**src/rtl/intr_seq_pkg.sv**
```systemverilog
package intr_seq_pkg;

  localparam logic [1:0] MODE_0 = 2'd0;
  localparam logic [1:0] MODE_1 = 2'd1;
  localparam logic [1:0] MODE_2 = 2'd2;

  // Mode-set code from the core. Both low codes select mode 0.
  function automatic logic [1:0] decode_mode(input logic [1:0] sel);
    logic [1:0] m;
    case (sel)
      2'b10:   m = MODE_1;
      2'b11:   m = MODE_2;
      default: m = MODE_0;
    endcase
    return m;
  endfunction

endpackage

```
**src/rtl/intr_edge_latch.sv**
```systemverilog
module intr_edge_latch (
  input  logic clk,
  input  logic rst,
  input  logic level_i,
  input  logic clear_i,
  output logic pend_o
);
  logic prev_q;
  logic rise;

  assign rise = level_i & ~prev_q;

  always_ff @(posedge clk) begin
    if (rst) begin
      prev_q <= 1'b0;
      pend_o <= 1'b0;
    end else begin
      prev_q <= level_i;
      if (rise)
        pend_o <= 1'b1;
      else if (clear_i)
        pend_o <= 1'b0;
    end
  end
endmodule

```
**src/rtl/intr_state_regs.sv**
```systemverilog
module intr_state_regs
  import intr_seq_pkg::*;
(
  input  logic       clk,
  input  logic       rst,
  input  logic       ie_we_i,
  input  logic       ie_val_i,
  input  logic       retn_i,
  input  logic       im_we_i,
  input  logic [1:0] im_sel_i,
  input  logic       take_irq_i,
  input  logic       take_nmi_i,
  output logic       iff1_o,
  output logic       iff2_o,
  output logic [1:0] imode_o
);
  always_ff @(posedge clk) begin
    if (rst) begin
      iff1_o  <= 1'b0;
      iff2_o  <= 1'b0;
      imode_o <= MODE_0;
    end else begin
      if (take_irq_i) begin
        iff1_o <= 1'b0;
        iff2_o <= 1'b0;
      end else if (take_nmi_i) begin
        iff1_o <= 1'b0;
      end else if (ie_we_i) begin
        iff1_o <= ie_val_i;
        iff2_o <= ie_val_i;
      end else if (retn_i) begin
        iff1_o <= iff2_o;
      end
      if (im_we_i)
        imode_o <= decode_mode(im_sel_i);
    end
  end
endmodule

```
**src/rtl/intr_arbiter.sv**
```systemverilog
module intr_arbiter
  import intr_seq_pkg::*;
#(
  parameter int BYTE_W = 8,
  parameter logic [BYTE_W-1:0] RST_OP  = 8'hFF,
  parameter logic [BYTE_W-1:0] CALL_OP = 8'hCD,
  localparam int VEC_W = 2 * BYTE_W
) (
  input  logic              step_i,
  input  logic              irq_i,
  input  logic              iff1_i,
  input  logic              nmi_pend_i,
  input  logic [1:0]        imode_i,
  input  logic [BYTE_W-1:0] data_i,
  input  logic [BYTE_W-1:0] i_reg_i,
  output logic              take_irq_o,
  output logic              take_nmi_o,
  output logic [BYTE_W-1:0] op_o,
  output logic [VEC_W-1:0]  vec_o
);
  // Maskable request has first claim on the boundary.
  assign take_irq_o = step_i & irq_i & iff1_i;
  assign take_nmi_o = step_i & nmi_pend_i & ~take_irq_o;

  always_comb begin
    vec_o = '0;
    case (imode_i)
      MODE_1:  op_o = RST_OP;
      MODE_2: begin
        op_o  = CALL_OP;
        vec_o = {i_reg_i, data_i};
      end
      default: op_o = data_i;
    endcase
  end
endmodule

```
**src/rtl/intr_push_seq.sv**
```systemverilog
module intr_push_seq #(
  parameter int BYTE_W = 8,
  parameter int ADDR_W = 16,
  localparam int NB    = ADDR_W / BYTE_W,
  localparam int CNT_W = $clog2(NB + 1)
) (
  input  logic              clk,
  input  logic              rst,
  input  logic              start_i,
  input  logic [ADDR_W-1:0] pc_i,
  output logic              push_en_o,
  output logic [BYTE_W-1:0] push_byte_o
);
  logic [ADDR_W-1:0] sh_q;
  logic [CNT_W-1:0]  left_q;

  always_ff @(posedge clk) begin
    if (rst) begin
      sh_q        <= '0;
      left_q      <= '0;
      push_en_o   <= 1'b0;
      push_byte_o <= '0;
    end else if (start_i) begin
      push_en_o   <= 1'b1;
      push_byte_o <= pc_i[ADDR_W-1 -: BYTE_W];
      sh_q        <= pc_i << BYTE_W;
      left_q      <= CNT_W'(NB - 1);
    end else if (left_q != '0) begin
      push_en_o   <= 1'b1;
      push_byte_o <= sh_q[ADDR_W-1 -: BYTE_W];
      sh_q        <= sh_q << BYTE_W;
      left_q      <= left_q - 1'b1;
    end else begin
      push_en_o   <= 1'b0;
    end
  end
endmodule

```
**src/rtl/intr_accept_seq.sv**
```systemverilog
module intr_accept_seq
  import intr_seq_pkg::*;
#(
  parameter int BYTE_W   = 8,
  parameter int COST_W   = 4,
  parameter int IRQ_COST = 6,
  parameter int NMI_COST = 5,
  parameter logic [2*BYTE_W-1:0] NMI_VEC = 16'h0066,
  parameter logic [BYTE_W-1:0]   RST_OP  = 8'hFF,
  parameter logic [BYTE_W-1:0]   CALL_OP = 8'hCD,
  localparam int ADDR_W = 2 * BYTE_W
) (
  input  logic              clk,
  input  logic              rst,
  input  logic              step_i,
  input  logic [ADDR_W-1:0] pc_i,
  input  logic [BYTE_W-1:0] i_reg_i,
  input  logic              irq_i,
  input  logic [BYTE_W-1:0] irq_data_i,
  input  logic              nmi_i,
  input  logic              ie_we_i,
  input  logic              ie_val_i,
  input  logic              retn_i,
  input  logic              im_we_i,
  input  logic [1:0]        im_sel_i,
  output logic              iff1_o,
  output logic              iff2_o,
  output logic [1:0]        imode_o,
  output logic              act_o,
  output logic              irq_ack_o,
  output logic              inject_en_o,
  output logic [BYTE_W-1:0] inject_op_o,
  output logic [ADDR_W-1:0] vector_o,
  output logic              jump_en_o,
  output logic [ADDR_W-1:0] jump_addr_o,
  output logic              push_en_o,
  output logic [BYTE_W-1:0] push_byte_o,
  output logic [COST_W-1:0] cost_o
);
  logic              nmi_pend;
  logic              take_irq;
  logic              take_nmi;
  logic [BYTE_W-1:0] arb_op;
  logic [ADDR_W-1:0] arb_vec;

  intr_edge_latch u_nmi (
    .clk     (clk),
    .rst     (rst),
    .level_i (nmi_i),
    .clear_i (take_nmi),
    .pend_o  (nmi_pend)
  );

  intr_state_regs u_state (
    .clk        (clk),
    .rst        (rst),
    .ie_we_i    (ie_we_i),
    .ie_val_i   (ie_val_i),
    .retn_i     (retn_i),
    .im_we_i    (im_we_i),
    .im_sel_i   (im_sel_i),
    .take_irq_i (take_irq),
    .take_nmi_i (take_nmi),
    .iff1_o     (iff1_o),
    .iff2_o     (iff2_o),
    .imode_o    (imode_o)
  );

  intr_arbiter #(
    .BYTE_W  (BYTE_W),
    .RST_OP  (RST_OP),
    .CALL_OP (CALL_OP)
  ) u_arb (
    .step_i     (step_i),
    .irq_i      (irq_i),
    .iff1_i     (iff1_o),
    .nmi_pend_i (nmi_pend),
    .imode_i    (imode_o),
    .data_i     (irq_data_i),
    .i_reg_i    (i_reg_i),
    .take_irq_o (take_irq),
    .take_nmi_o (take_nmi),
    .op_o       (arb_op),
    .vec_o      (arb_vec)
  );

  intr_push_seq #(
    .BYTE_W (BYTE_W),
    .ADDR_W (ADDR_W)
  ) u_push (
    .clk         (clk),
    .rst         (rst),
    .start_i     (take_nmi),
    .pc_i        (pc_i),
    .push_en_o   (push_en_o),
    .push_byte_o (push_byte_o)
  );

  always_ff @(posedge clk) begin
    if (rst) begin
      act_o       <= 1'b0;
      irq_ack_o   <= 1'b0;
      inject_en_o <= 1'b0;
      inject_op_o <= '0;
      vector_o    <= '0;
      jump_en_o   <= 1'b0;
      jump_addr_o <= '0;
      cost_o      <= '0;
    end else begin
      act_o       <= take_irq | take_nmi;
      irq_ack_o   <= take_irq;
      inject_en_o <= take_irq;
      jump_en_o   <= take_nmi;
      if (take_irq) begin
        inject_op_o <= arb_op;
        vector_o    <= arb_vec;
        cost_o      <= COST_W'(IRQ_COST);
      end else if (take_nmi) begin
        jump_addr_o <= NMI_VEC;
        cost_o      <= COST_W'(NMI_COST);
      end
    end
  end
endmodule

```
**config.mk**
```make
export PLATFORM = sky130hd
export DESIGN_NAME = intr_accept_seq
export DESIGN_NICKNAME = d
export VERILOG_FILES = /design/src/rtl/intr_seq_pkg.sv /design/src/rtl/intr_edge_latch.sv /design/src/rtl/intr_state_regs.sv /design/src/rtl/intr_arbiter.sv /design/src/rtl/intr_push_seq.sv /design/src/rtl/intr_accept_seq.sv
export SDC_FILE = /design/constraint.sdc
export NUM_CORES = 1
export LEC_CHECK = 0
export CAP_MARGIN = 20
export CORE_MARGIN = 1
export CORE_UTILIZATION = 66
export DETAILED_ROUTE_END_ITERATION = 10
export DONT_BUFFER_PORTS = 1
export PLACE_DENSITY = 0.84
export SYNTH_ARGS = -nofsm -noshare
export SYNTH_HDL_FRONTEND = slang
export SYNTH_SLANG_ARGS = --single-unit
```
**constraint.sdc**
```tcl
create_clock -name clk -period 2.2 [get_ports clk]
set_clock_uncertainty 0.2 [all_clocks]
set_input_delay 0.11 -clock clk [delete_from_list [all_inputs] [get_ports clk]]
set_output_delay 0.11 -clock clk [all_outputs]
set_load 0.02 [all_outputs]
```
=== After elaboration in Yosys (flattened, before gate mapping) ===
Index checks and enable logic that the tools add are counted.
Widths: inputs -> output; s select.

* Word-level logic and storage cells: 59
* Bits of input ports: 43
* Flip-flop bits (word level): 56

* Eq/ne operators: 4
* Mux-type cells: 17
* $add $sub $neg: 1
* Bitwise logic cells: 9
* Reduce and logical (&&, ||, !) cells: 10

{| class="wikitable"
|+ Operator list
! cell !! number
|-
| $mux 16 || 3
|-
| $mux 8 || 2
|-
| $pmux 8 s2 || 1
|-
| $reduce_bool 2->1 || 5
|-
| $mux 1 || 8
|-
| $eq 2x2->1 const B || 3
|-
| $mux 3 || 2
|-
| $and 1x1->1 || 5
|-
| $pmux 2 s2 || 1
|-
| $reduce_and 2->1 || 2
|-
| $reduce_or 2->1 || 2
|-
| $not 1->1 || 3
|-
| $reduce_or 3->1 || 1
|-
| $eq 2x1->1 const B || 1
|-
| $sub 2x1->2 const B || 1
|-
| $or 1x1->1 || 1
|}

=== Logic depth before layout (Yosys ltp) ===
Gate-level depths: netlist (run 1).

* Depth after elaboration: 6
* Gate-level depth with buffers: 6

=== By module ===
Synthesis (run 1) repeated with hierarchy kept, for this count alone.

* Cells, all modules: 257
* Area total of the unflattened synthesis: 2452.4 sq um

{| class="wikitable"
|+ Modules (own cells, without submodules)
! module !! seq. area each (sq um) !! area an instance (sq um) !! cells an instance !! instances
|-
| intr_accept_seq || 620.6 || 1192.4 || 117 || 1
|-
| intr_push_seq || 380.4 || 808.3 || 82 || 1
|-
| intr_arbiter || 0.0 || 215.2 || 36 || 1
|-
| intr_state_regs || 80.1 || 168.9 || 16 || 1
|-
| intr_edge_latch || 40.0 || 67.6 || 6 || 1
|}

=== Worst setup path before layout (run 1) ===
No wires, ideal clock.

* Path kind: register to register
* Start: reg u_state.imode_o[0]
* End: reg inject_op_o[5]
* Path buffers: 0
* Arrival time: 1.236 ns
* Setup time: 0.074 ns
* Clock period less this slack: 1.511 ns
* Path slack: 0.689 ns
* Stages on the path, launching flop included: 6
* Cell sequence: dfxtp_1 > inv_1 > ha_1 > nor2b_1 > a21oi_1 > o21ai_0

* Longest elaborated chain between the ends: 2

{| class="wikitable"
|+ Ends and longest elaborated chain
! element !! line !! source
|-
| from (decl) || intr_state_regs.sv:15 || <nowiki>output logic [1:0] imode_o</nowiki>
|-
| from (signal assigned) || intr_state_regs.sv:35 || <nowiki>imode_o <= decode_mode(im_sel_i);</nowiki>
|-
| $eq 2x2->1 or $eq 2x1->1 (tied branches) || intr_arbiter.sv:27 || <nowiki>case (imode_i)</nowiki>
|-
| $pmux 8 s2 (*) || intr_arbiter.sv:27 ||
|-
| to (signal assigned) || intr_accept_seq.sv:115 || <nowiki>inject_op_o <= arb_op;</nowiki>
|-
| to (decl) || intr_accept_seq.sv:32 || <nowiki>output logic [BYTE_W-1:0] inject_op_o,</nowiki>
|}

Mark *: on every way between the ends. The rest lies on a longest branch, timed or not.
A chain may end at the register's enable or synchronous reset.

=== Final worst setup path (run 1) ===
* Start: reg u_state.iff1_o
* End: reg u_push.push_byte_o[2]

* Longest elaborated chain between the ends: 4

{| class="wikitable"
|+ Ends and longest elaborated chain
! element !! line !! source
|-
| from (decl) || intr_state_regs.sv:13 || <nowiki>output logic iff1_o,</nowiki>
|-
| from (signal assigned) || intr_state_regs.sv:29 || <nowiki>iff1_o <= ie_val_i;</nowiki>
|-
| from (signal assigned) || intr_state_regs.sv:32 || <nowiki>iff1_o <= iff2_o;</nowiki>
|-
| $and 1x1->1 (*) || intr_arbiter.sv:22 || <nowiki>assign take_irq_o = step_i & irq_i & iff1_i;</nowiki>
|-
| $not 1->1 (no line) (*) || -- ||
|-
| $and 1x1->1 (*) || intr_arbiter.sv:23 || <nowiki>assign take_nmi_o = step_i & nmi_pend_i & ~take_irq_o;</nowiki>
|-
| $mux 8 or $reduce_bool 2->1 (tied branches) || -- ||
|-
| to (signal assigned) || intr_push_seq.sv:25 || <nowiki>push_byte_o <= pc_i[ADDR_W-1 -: BYTE_W];</nowiki>
|-
| to (signal assigned) || intr_push_seq.sv:30 || <nowiki>push_byte_o <= sh_q[ADDR_W-1 -: BYTE_W];</nowiki>
|-
| to (decl) || intr_push_seq.sv:12 || <nowiki>output logic [BYTE_W-1:0] push_byte_o</nowiki>
|}

Marked as above.

==> metrics.csv, run 1 <==
metric;value;unit
setup_tns;0;ps
max-cap viol count;0;
Final WS setup;204;ps
row cnt;21;
initial antenna violation count;0;
worst skew pair latency;380;ps
max-slew violations;0;
Slew headroom;0.527;
pwr dens;741;mW/mm2
largest net degree at the start of global routing;33;
yosys warns;0;
Final Hold Fails;0;
VDD IR max;0.490;mV
Final period util;0.907;
clock sink total;56;
Area Growth Syn to Fin;20.3;%
Ant. Diodes;0;
element type at the critical path end;flop;
fin nets;319;
gr usage total;0.280;
DR iter-0 viols;190;
Hold Path Class;in2reg;
gr ovfl total;0;
Worst Max-Slew Pin Slew;709;ps
Antenna Nets Post-Route;0;
placed wire-length estimate;2840;um
Primary FF master, synth;dfxtp_1;
Core Area;0.00336;mm2
vias per cell;5.63;
root buf cell;clkbuf_4;
buffer count from post-CTS setup fixing;0;
CP startpoint kind;flop;
vias in the first global route;1710;
Seq/Total Area, Yosys;0.479;
EDFF count, synth;0;
Setup CP Type;reg2reg;
Worst-path clk slew;170;ps
Die Width;61.6;um
WP data arrival;2140;ps
WL per Instance;16.1;um
Async S/R FF share, synth;0;
CTS tree;built;
via count;1800;
full die area;0.00379;mm2
Initial Utilization;0.696;
Filler cells;217;
first-pass GRT wire length;7750;um
port bufs;0;
DRC Markers;0;
clock buffer depth;2;
Syn Inst Count;232;
Setup WS pre-CTS;463;ps
CP Data Required Time;2340;ps
Setup Viol. Count Final;0;
Routed Wire Length;5140;um
Tmin final;2000;ps
# IOs;104;
layout cells sized above 1;0.109;
status;complete, no violations;
synthesized area per cell;10.1;um2
Die Span Y;61.6;um
drt pass-1 iters;4;
Mapped Area;0.00234;mm2
synth unique cells;33;
Yosys reg bits;56;
GPL Wtd Cong;0.718;
Leak;0.00111;uW
H-tree levels;2;
RSZ-0062 raised after global routing;false;
CTS Buf Count;5;
fmax;501;MHz
crit-path max FO;20;
## registers in the layout, indices dropped and copies added, names as in the netlist
register,cells
u_push.left_q,2
u_nmi.prev_q,1
inject_en_o,1
u_state.iff1_o,1
jump_en_o,1
u_push.push_en_o,1
inject_op_o,8
jump_addr_o,1
u_state.iff2_o,1
u_push.push_byte_o,8
vector_o,16
cost_o,3
act_o,1
u_state.imode_o,2
u_nmi.pend_o,1
u_push.sh_q,8
## power by group
| group | leakage, uW | switching, uW | internal [uW] | total (uW) |
|---|---|---|---|---|
| combinational | 0.000624 | 252 | 213 | 465 |
| clock | 0.0000322 | 331 | 133 | 465 |
| sequential | 0.000455 | 81.1 | 1080 | 1160 |
| total | 0.00111 | 664 | 1420 | 2090 |
## worst paths after layout
path	slack [ps]	from	cells after the start	endpoint
setup / recovery	200	u_state.iff1_o	4	u_push.push_byte_o[2]
hold / removal	40	step_i	3	u_push.left_q[1]
setup reg to reg	200	u_state.iff1_o	4	u_push.push_byte_o[2]
hold reg to reg	290	jump_addr_o[1]	2	jump_addr_o[1]
## Yosys cell counts (7+ instances only)
master,count,share of area
a22o_1,16,0.060
nor2b_1,8,0.021
buf_4,17,0.055
nand3_1,10,0.021
nand2_1,12,0.019
mux2i_1,10,0.043
o211ai_1,8,0.026
o21ai_0,12,0.026
buf_2,7,0.015
a21oi_1,18,0.038
dfxtp_1,56,0.48
inv_1,7,0.011
nor3_1,9,0.019
a211oi_2,8,0.043
## worst max-delay path, cell delays in order (launching register included)
cell and delay [ps]:
dfxtp_2 540, and2_4 350, nor3_1 90, a211oi_2 210, dlygate4sd3_1 570
## cell families (layout without fill, tap and decap cells)
family,after synthesis,after routing,synth area share
compound gates,66,66,0.211
xor+xnor,1,1,0.00374
fa+ha+maj,3,3,0.0160
buf+inv,39,69,0.111
flops,56,56,0.479
mux,10,10,0.0428
other cells,1,13,0.00160
simple gates,56,56,0.135
## per-stage QoR
step / hold WS [ps] / cells / power [uW] / util / cell area [um2]
3_5_place_dp: -19.8 / 262 / 1530 / 0.666 / 2240
5_1_grt: 59.4 / 320 / 2190 / 0.837 / 2820
3_3_place_gp: -21.2 / 262 / 1530 / 0.666 / 2240
6_report: 38.3 / 320 / 2090 / 0.837 / 2820
2_1_floorplan: 35.5 / 244 / 1520 / - / 2390
4_1_cts: 34.0 / 320 / 2090 / 0.836 / 2810
## repair_timing
action / 4_1_cts / 5_1_grt
gates resized for setup: 0 / 2
endpoints found under the hold margin: 56 / 0
hold buffers: 50 / 0
endpoints found under the setup margin: 0 / 4
## final cells by class
type                    count  area (um2)  area share
well taps                  46        57.6      0.0204
multi-input cells         149        1010       0.358
flip-flops and latches     56        1120       0.398
repair buffers             54         541       0.192
clock buffers               5        37.5      0.0133
clock inverters             3        25.0     0.00888
inverters                   7        26.3     0.00933
## per-layer routing
metal	track usage	share of wire
met1	0.342	0.41
met2	0.453	0.49
met3	0.0924	0.080
met4	0.114	0.017
met5	0	0
## cells in the final DEF (no fill, tap or decap), drive strengths merged, types with 5 or more instances in the layout
cell type    synthesis  routed
nor2b                8       8
conb                 1      13
dfxtp               56      56
nand2               14      14
o21ai               13      13
o211ai               8       8
nand3               10      10
nor3                 9       9
a21oi               18      18
nor2                 5       5
inv                  7       9
buf                 29       5
clkbuf               3       5
mux2i               10      10
dlygate4sd3          0      49
a211oi               8       8
a22o                16      16
(Power assumes the default switching activity.)
==> inputs of run 2 (changes only) <==
Settings changed: ABC_AREA set to 1.
==> metrics.csv, run 2 <==
metric;value;unit
Mapped Area;0.00237;mm2
gr ovfl total;0;
Ant. Diodes;0;
row cnt;21;
GPL Wtd Cong;0.879;
buffer count from post-CTS setup fixing;0;
crit path from;u_state.iff1_o;
vias in the first global route;1666;
# IOs;104;
synth unique cells;26;
worst skew pair latency;380;ps
synthesized area per cell;7.84;um2
EDFF count, synth;0;
Hold Path Class;in2reg;
Slew headroom;0.358;
Async S/R FF share, synth;0;
DRC Markers;0;
largest net degree at the start of global routing;27;
layout cells sized above 1;0.0702;
Syn Inst Count;302;
Final Hold Fails;0;
Initial Utilization;0.698;
port bufs;0;
VDD IR max;0.547;mV
Worst Max-Slew Pin Slew;959;ps
status;complete, no violations;
Top reg by flops;vector_o;
Worst-path clk slew;160;ps
pwr dens;782;mW/mm2
Leak;0.00129;uW
first-pass GRT wire length;7570;um
vias per cell;5.24;
full die area;0.00383;mm2
CP startpoint kind;flop;
commonest cells after routing, fill and taps aside;105 x nand2_1, 56 x dfxtp_1, 46 x dlygate4sd3_1;
Yosys reg bits;56;
Final Non-Filler Cells;388;
max-slew violations;0;
Final period util;0.949;
gr usage total;0.279;
post-route cell area;0.00281;mm2
Post-DP Area;0.00225;mm2
CTS tree;built;
clock sink total;56;
placed wire-length estimate;3030;um
yosys warns;0;
H-tree levels;2;
WP data arrival;2220;ps
Setup CP Type;reg2reg;
area share of the largest cell type after synthesis;0.474;
Final WS setup;112;ps
root buf cell;clkbuf_4;
Antenna Nets Post-Route;0;
Seq/Total Area, Yosys;0.474;
Primary FF master, synth;dfxtp_1;
WL per Instance;14.1;um
Tmin final;2090;ps
CTS Buf Count;5;
HP Start;pc_i[3];
Routed Wire Length;5470;um
fin nets;387;
Tot Pwr;2190;uW
max reg flops;16;
area leader, netlist;dfxtp_1;
worst r2r src;u_state.iff1_o;
setup_tns;0;ps
Core Area;0.00339;mm2
leading cell type in the layout, fill and taps excluded;nand2_1;
Setup Viol. Count Final;0;
fmax;479;MHz
Synth area leaders;dfxtp_1 47%, nand2_1 17%, nand3_1 6.8%, buf_4 5.7%, a21oi_1 3.6%;
RSZ-0062 raised after global routing;false;
element type at the critical path end;flop;
cell count after placement;334;
initial antenna violation count;0;
via count;2032;
Setup WS pre-CTS;523;ps
CP Data Required Time;2330;ps
count leader, synth;nand2_1;
Die Width;61.9;um
Area Growth Syn to Fin;18.5;%
drt pass-1 iters;4;
top post-synthesis cells by count;105 x nand2_1, 56 x dfxtp_1, 32 x nand3_1;
max-cap viol count;0;
clock buffer depth;2;
crit-path max FO;25;
DR iter-0 viols;148;
Die Span Y;61.9;um
[run 2: power breakdown]
group	switching, uW	leakage, uW	internal (uW)	total [uW]
logic	274	0.000789	168	442
clock network	316	0.0000484	273	589
registers	85.3	0.000455	1080	1160
[run 2: routing by layer]
layer | up-vias | part of all wire | track usage
li1 | 1006 | - | -
met1 | 887 | 0.41 | 0.342
met2 | 122 | 0.47 | 0.444
met3 | 17 | 0.093 | 0.108
met4 | 0 | 0.029 | 0.108
met5 | - | 0 | 0
[run 2: stage by stage]
stage                     hold WS [ps]   util
final                              175  0.828
after CTS                          171  0.828
after global routing               179  0.828
after floorplan                   22.7      -
after global placement           -15.7  0.665
after detailed placement         -15.3  0.665
[run 2: critical path: stages, from the launching register on]
cell and delay (ps):
dfxtp_1 590, nand2_4 190, nand2_8 220, inv_2 80
nor3_2 180, dlygate4sd3_1 590
[run 2: path summary, 6_finish.rpt]
| path | endpoint | slack, ps | cells past startpoint |
|---|---|---|---|
| hold reg to reg | u_push.sh_q[10] | 280 | 2 |
| setup reg to reg | u_push.left_q[1] | 110 | 5 |
| setup / recovery | u_push.left_q[1] | 110 | 5 |
| hold / removal | u_push.sh_q[11] | 180 | 3 |
[run 2: final cells by class]
class	instances	area (um2)
multi-input combinational	208	973
clock buffer	6	51.3
inverter	22	87.6
timing repair buffer	48	475
tap	46	57.6
sequential	56	1120
clock inverter	2	38.8
fill	220	584
[run 2: cell families (layout without fill, tap and decap cells)]
logic type	count (synthesis)	in the layout	share of synthesized area
AO/OA/AOI/OAI	32	32	0.0698
XOR/XNOR	1	1	0.00370
adder cells (fa/ha/maj)	3	3	0.0159
buffers and inverters	50	78	0.134
flip-flops	56	56	0.474
other	1	13	0.00158
AND/OR/NAND/NOR	159	159	0.301
[run 2: repair_timing]
action / in CTS / in global routing
hold buffers: 46 / 0
resized for setup: 0 / 0
endpoints found under the hold margin: 56 / 0
==> inputs of run 3 (changes only) <==
Settings changed: CORE_MARGIN 1 to unset, PLACE_DENSITY 0.84 to 0.82.
==> metrics.csv, run 3 (same netlist as run 2, synthesis figures left out) <==
metric;value;unit
status;complete, no violations;
buffer count from post-CTS setup fixing;0;
Core Area;0.00339;mm2
CTS Buf Count;5;
gr ovfl total;0;
Initial Utilization;0.698;
Slew headroom;0.362;
CP startpoint kind;flop;
Antenna Nets Post-Route;0;
RSZ-0062 raised after global routing;false;
placed wire-length estimate;3060;um
fin nets;384;
final core occ;0.810;
clock sink total;56;
Top reg by flops;vector_o;
CTS tree;built;
Final period util;0.929;
DRC Markers;0;
pwr dens;747;mW/mm2
# IOs;104;
CP Data Required Time;2270;ps
element type at the critical path end;flop;
row cnt;21;
Ant. Diodes;0;
max-cap viol count;0;
max reg flops;16;
commonest cells after routing, fill and taps aside;105 x nand2_1, 55 x dfxtp_1, 43 x dlygate4sd3_1;
Area Growth Syn to Fin;16.0;%
max-slew violations;0;
VDD IR max;0.540;mV
drt pass-1 iters;4;
vias per cell;5.17;
initial antenna violation count;0;
layout cells sized above 1;0.0737;
Final Hold Fails;0;
clock buffer depth;2;
leading cell type in the layout, fill and taps excluded;nand2_1;
first-pass GRT wire length;7690;um
Tot Pwr;2050;uW
port bufs;0;
fmax;489;MHz
Worst Max-Slew Pin Slew;954;ps
Tmin final;2040;ps
vias in the first global route;1754;
Routed Wire Length;5290;um
Leak;0.00127;uW
root buf cell;clkbuf_4;
Die Width;61.9;um
gr usage total;0.283;
Setup CP Type;reg2reg;
crit-path max FO;22;
via count;1989;
WL per Instance;13.7;um
H-tree levels;2;
Die Span Y;61.9;um
full die area;0.00383;mm2
setup_tns;0;ps
largest net degree at the start of global routing;27;
Hold Path Class;in2reg;
WP data arrival;2120;ps
worst skew pair latency;390;ps
DR iter-0 viols;152;
Worst-path clk slew;170;ps
Setup Viol. Count Final;0;
GPL Wtd Cong;0.858;
-- run 3: path summary, 6_finish.rpt --
check                                startpoint         endpoint  slack (ps)  cells after the start
worst min register to register  u_push.sh_q[13]  u_push.sh_q[13]         290                      2
worst min-delay path                 i_reg_i[1]      vector_o[9]         180                      3
worst max-delay path             u_state.iff1_o   jump_addr_o[1]         160                      6
worst max register to register   u_state.iff1_o   jump_addr_o[1]         160                      6
-- run 3: metal layers --
| layer | wire, um | vias to the layer above | global-route usage |
|---|---|---|---|
| li1 | - | 996 | - |
| met1 | 2200 | 893 | 0.338 |
| met2 | 2540 | 89 | 0.476 |
| met3 | 439 | 11 | 0.0766 |
| met4 | 109 | 0 | 0.127 |
| met5 | 0 | - | 0 |
-- run 3: power breakdown --
part	switching, uW	internal (uW)	leakage [uW]
clock	331	130	0.0000356
combinational	272	155	0.000781
sequential	85.9	1080	0.000456
total	689	1360	0.00127
-- run 3: worst max-delay path: stages (launching register included) --
cell	delay, ps
dfxtp_2	480
nand2_4	150
nand2_8	180
dlygate4sd3_1	710
inv_2	80
nor2_1	90
nor2_1	40
-- run 3: layout make-up --
| class | instances | area, um2 |
|---|---|---|
| clock inverters | 3 | 22.5 |
| multi-input cells | 208 | 973 |
| inverters | 22 | 87.6 |
| well taps | 46 | 57.6 |
| clock buffers | 5 | 37.5 |
| flip-flops and latches | 56 | 1120 |
| repair buffers | 45 | 445 |
| fillers | 238 | 643 |
-- run 3: what timing repair did --
item | 4_1_cts | 5_1_grt
resized for setup | 0 | 1
hold endpoints to repair | 56 | 0
hold buffers | 43 | 0
setup endpoints to repair | 0 | 6
-- run 3: stage by stage --
step / hold WS [ps] / instance area (um2) / instances / setup slack [ps]
6_report: 180 / 2750 / 385 / 157
5_1_grt: 183 / 2750 / 385 / 27.4
4_1_cts: 174 / 2750 / 385 / 14.8
3_5_place_dp: -17.5 / 2250 / 334 / 501
3_3_place_gp: -17.4 / 2250 / 334 / 560
2_1_floorplan: 22.7 / 2410 / 314 / 736
